`src/rtl/apc_pkg.sv`:
```
package apc_pkg;

    // Acquisition progress of the ramp reference
    typedef enum logic [1:0] {
        SEEK_IDLE   = 2'd0,
        SEEK_SETTLE = 2'd1,
        SEEK_FOLLOW = 2'd2
    } seek_e;

endpackage

```
`src/rtl/apc_expect_gen.sv`:
```
module apc_expect_gen
    import apc_pkg::*;
#(
    parameter int DATA_W = 11,
    parameter int HOLD   = 8
) (
    input  logic              clk,
    input  logic              rst_n,
    input  logic              restart,
    input  logic              mode_ramp,
    input  logic              smp_valid,
    input  logic [DATA_W-1:0] smp_data,
    output logic              cmp_en,
    output logic [DATA_W-1:0] exp_word
);

    localparam int PH_W = $clog2(HOLD + 1);
    localparam logic [PH_W-1:0] PH_LAST = PH_W'(HOLD);
    localparam logic [PH_W-1:0] PH_ONE  = PH_W'(1);

    typedef struct packed {
        seek_e             st;
        logic [DATA_W-1:0] code;
        logic [PH_W-1:0]   phase;
    } gen_s;

    gen_s gen_d, gen_q;

    logic [DATA_W-1:0] alt_word;
    logic [DATA_W-1:0] code_next;
    logic              step_now;

    // Alternating-bit word: ones on even positions
    for (genvar g = 0; g < DATA_W; g++) begin : g_alt
        assign alt_word[g] = ((g % 2) == 0);
    end

    always_comb begin
        gen_d     = gen_q;
        code_next = gen_q.code + 1'b1;
        step_now  = (gen_q.phase == PH_LAST);

        if (mode_ramp) begin
            exp_word = step_now ? code_next : gen_q.code;
            cmp_en   = smp_valid && !restart && (gen_q.st == SEEK_FOLLOW);
        end else begin
            exp_word = alt_word;
            cmp_en   = smp_valid && !restart;
        end

        if (restart) begin
            gen_d.st    = SEEK_IDLE;
            gen_d.phase = '0;
        end else if (smp_valid && mode_ramp) begin
            unique case (gen_q.st)
                SEEK_IDLE: begin
                    gen_d.code  = smp_data;
                    gen_d.phase = PH_ONE;
                    gen_d.st    = SEEK_SETTLE;
                end
                SEEK_SETTLE: begin
                    if (smp_data == gen_q.code) begin
                        if (gen_q.phase != PH_LAST) begin
                            gen_d.phase = gen_q.phase + 1'b1;
                        end
                    end else begin
                        // first change marks the start of a new code
                        gen_d.code  = code_next;
                        gen_d.phase = PH_ONE;
                        gen_d.st    = SEEK_FOLLOW;
                    end
                end
                SEEK_FOLLOW: begin
                    if (step_now) begin
                        gen_d.code  = code_next;
                        gen_d.phase = PH_ONE;
                    end else begin
                        gen_d.phase = gen_q.phase + 1'b1;
                    end
                end
                default: gen_d.st = SEEK_IDLE;
            endcase
        end
    end

    always_ff @(posedge clk or negedge rst_n) begin
        if (!rst_n) begin
            gen_q <= '{st: SEEK_IDLE, code: '0, phase: '0};
        end else begin
            gen_q <= gen_d;
        end
    end

    // tracked code rises by one (modulo) after the last held sample
    a_r3_ramp_step: assert property (@(posedge clk) disable iff (!rst_n)
        (mode_ramp && !restart && smp_valid && gen_q.st == SEEK_FOLLOW && gen_q.phase == PH_LAST)
        |=> (gen_q.code == DATA_W'($past(gen_q.code) + 1'b1)));

    // code held inside the eight-sample window
    a_r3_ramp_hold: assert property (@(posedge clk) disable iff (!rst_n)
        (!restart && gen_q.st == SEEK_FOLLOW && (!smp_valid || gen_q.phase != PH_LAST))
        |=> $stable(gen_q.code));

    // a restart always returns to acquisition
    a_r5_restart_hunt: assert property (@(posedge clk) disable iff (!rst_n)
        restart |=> (gen_q.st == SEEK_IDLE));

endmodule

```
`config.mk`:
```
export PLATFORM = sky130hd
export DESIGN_NAME = apc_expect_gen
export DESIGN_NICKNAME = d
export VERILOG_FILES = /design/src/rtl/apc_pkg.sv /design/src/rtl/apc_expect_gen.sv
export SDC_FILE = /design/constraint.sdc
export NUM_CORES = 1
export LEC_CHECK = 0
export ABC_AREA = 1
export BUFFER_PORTS_ARGS = -buffer_cell sky130_fd_sc_hd__buf_2
export CAP_MARGIN = 20
export CORE_ASPECT_RATIO = 1.2
export CORE_MARGIN = 2
export CORE_UTILIZATION = 50
export CTS_CLUSTER_DIAMETER = 60
export DETAILED_ROUTE_END_ITERATION = 10
export PLACE_DENSITY_LB_ADDON = 0.05
export SYNTH_ARGS = -nofsm -noshare
export SYNTH_HDL_FRONTEND = slang
export SYNTH_SLANG_ARGS = --single-unit
```
`constraint.sdc`:
```
create_clock -name clk -period 2.1 [get_ports clk]
set_clock_uncertainty 0.2 [all_clocks]
set_input_delay 0.105 -clock clk [delete_from_list [all_inputs] [get_ports clk]]
set_output_delay 0.105 -clock clk [all_outputs]
set_load 0.03 [all_outputs]
```
==> results.json <==
{
  "routed-via-count": 1955,
  "start_util": 0.519,
  "arrival_ps": 1780,
  "grt_max_degree": 18,
  "synthesis.area_um2": 1720,
  "place_congestion": 0.929,
  "slew_headroom": 0.709,
  "clkSinkCount": 17,
  "cap_violations": 0,
  "htree_levels": 1,
  "dpl.hpwl_mm": 3.56,
  "die_w_um": 57.5,
  "syn_area_per_cell_um2": 6.05,
  "first_global_vias": 1749,
  "dp_cells": 348,
  "antennaDiodeCount": 0,
  "drt_pass1_iterations": 4,
  "max_freq_ghz": 0.480,
  "r2r_setup_slack_ps": 110,
  "period_share": 0.992,
  "rsz0062_at_grt": "true",
  "grt_pass1_wl_mm": 7.97,
  "io_buffers": 27,
  "top_regs": "gen_q: 17 flops",
  "grt_use_total": 0.266,
  "antenna_found_initial": 0,
  "worstHoldStart": "smp_data[10]",
  "ys_types": 28,
  "fin_crit_ps": 2080,
  "power.leakage_nw": 1.14,
  "num_rows": 23,
  "whs_ps": 1.71,
  "r2r_cells": 12,
  "tightest_slew_ps": 436,
  "area_delta_synth_final_pct": 28.4,
  "worst-path-max-fanout": 3,
  "status": "completed",
  "crit_type": "register to output pin",
  "worst_hold_path.endpoint": "gen_q[14]$_DFFE_PN0P_",
  "syn_inst": 284,
  "clk_latency_ps": 250,
  "endpoint_kind": "output pin",
  "hp-class": "input port to register",
  "placeableCoreArea_um2": 3310,
  "seq_area_frac_synth": 0.248,
  "critical_path_required_ps": 1790,
  "finalHoldViolCount": 0,
  "power_density_nw_per_um2": 624,
  "cts_tree": "yes",
  "die_area_um2": 3920,
  "cts_buffer_depth": 2,
  "regMostFlops": "gen_q",
  "final-setup-viol-count": 0,
  "ant_nets": 0,
  "synth-seq-cells": 17,
  "die_h_um": 68.2,
  "clock-root-buffer": "clkbuf_8",
  "overflow": 0,
  "cp-start-kind": "register",
  "syn-num-nets": 307,
  "largest_reg_flops": 17,
  "hold_path_depth": 5,
  "stdcell_count": 370,
  "wl_per_cell_um": 13.9,
  "nets": 357,
  "slew_viol_final": 0,
  "drc_errors": 0,
  "ioPinCount": 28,
  "dr.first_iter.drc_count": 97,
  "cts_buffers": 3,
  "total_power_w": 0.00138,
  "clk_pin_slew_worst_paths_ps": 70,
  "drive_above_1_share": 0.258,
  "wl_mm": 5.15,
  "rr_endpoint": "gen_q[9]$_DFFE_PN0P_",
  "regToRegStartpoint": "gen_q[4]$_DFFE_PN0P_",
  "ir_drop_mv": 0.519,
  "synth_warnings": 0,
  "vias_per_cell": 5.28
}
## critical path, stage by stage (launching register included)
cell     delay [ps]
dfrtp_1         430
nand3_2         160
nor2_2          160
buf_4           140
nor2_1           40
nor2_1          160
nand2_1         110
a21oi_1         150
buf_4           180
## synthesized netlist by cell type
cell type    n  area share
nand2_1    100        0.22
o21ai_2      5       0.025
nand3_1     20       0.058
nand2_4      1      0.0066
a22oi_1      2      0.0087
xor2_1       6       0.031
xnor2_1      5       0.025
o21ai_1      1      0.0029
o21ai_0     20       0.058
inv_2        2      0.0044
or2_2        4       0.015
dfrtp_1     17        0.25
nor2_1      26       0.057
buf_2        1      0.0029
buf_6        1      0.0066
nand4_1      3       0.011
inv_1       35       0.076
nor2_2       1      0.0036
ha_1         7       0.051
a21oi_1     11       0.032
clkbuf_1     4      0.0087
nor2_4       1      0.0066
nor3_1       4       0.012
inv_4        1      0.0036
o21a_1       2      0.0087
nand3_2      2       0.012
a31oi_1      1      0.0036
nand2_2      1      0.0036
## through the flow
stage	setup slack (ps)	cell area [um2]	util	TNS (ps)
5_1_grt	-96.7	2210	0.667	-232
2_1_floorplan	212	1720	-	0
6_report	16.3	2210	0.667	0
4_1_cts	-32.4	2000	0.606	-34.9
3_5_place_dp	166	1910	0.578	0
3_3_place_gp	171	1910	0.578	0
## cells in the final DEF, fill, tap and decap left out, types with 5 or more instances in the layout
cell / n
inv_2: 5
buf_4: 19
o21ai_0: 18
buf_2: 24
nor2_1: 21
inv_1: 32
nand3_1: 18
a21oi_1: 11
xor2_1: 5
o21ai_2: 5
xnor2_1: 5
ha_1: 6
nand2_1: 99
nor2_2: 5
dfrtp_1: 13
## repair_timing
item	in CTS	in global routing
setup buffers	1	12
resized for setup	4	28
hold buffers	3	0
gates cloned	0	2
pin swaps	0	5
endpoints found under the hold margin	20	0
endpoints found under the setup margin	4	10
## area by class of cell
type                            count  area [um2]
Multi-Input combinational cell    224        1190
Inverter                           38         145
Fill cell                         297        1100
Tap cell                           37        46.3
Clock buffer                        4        45.0
Sequential cell                    17         430
Timing Repair Buffer               50         352
## cell families (layout without fill, tap and decap cells)
kind of cell / Yosys count / in the layout / synth area share
compound gates: 42 / 42 / 0.140
xor+xnor: 11 / 11 / 0.0561
fa+ha+maj: 7 / 7 / 0.0510
buf+inv: 44 / 92 / 0.103
flops: 17 / 17 / 0.248
simple gates: 163 / 164 / 0.403
## how the worst max path moves through the flow
| stage | start | endpoint | cells after the start |
|---|---|---|---|
| 2_1_floorplan | gen_q[0]$_DFFE_PN0P_ | exp_word[7] | 6 |
| 3_3_place_gp | gen_q[4]$_DFFE_PN0P_ | exp_word[4] | 8 |
| 3_5_place_dp | gen_q[4]$_DFFE_PN0P_ | exp_word[4] | 8 |
| 4_1_cts | gen_q[4]$_DFFE_PN0P_ | exp_word[4] | 8 |
| 5_1_grt | gen_q[4]$_DFFE_PN0P_ | exp_word[5] | 8 |
| 6_report | gen_q[4]$_DFFE_PN0P_ | exp_word[5] | 8 |
## report_power, final
group / switching (W) / internal [W]
clock network: 0.000117 / 0.000135
logic: 0.000404 / 0.000257
registers: 0.0000812 / 0.000383
total: 0.000602 / 0.000774
## routing by layer
layer	global-route usage	up-vias	routed length (um)
met3	0.0246	15	264
met5	0	-	0
met4	0.0843	0	144
met1	0.332	887	2150
li1	-	996	-
met2	0.482	57	2580
Note: power is estimated with default switching activity, not from simulation.
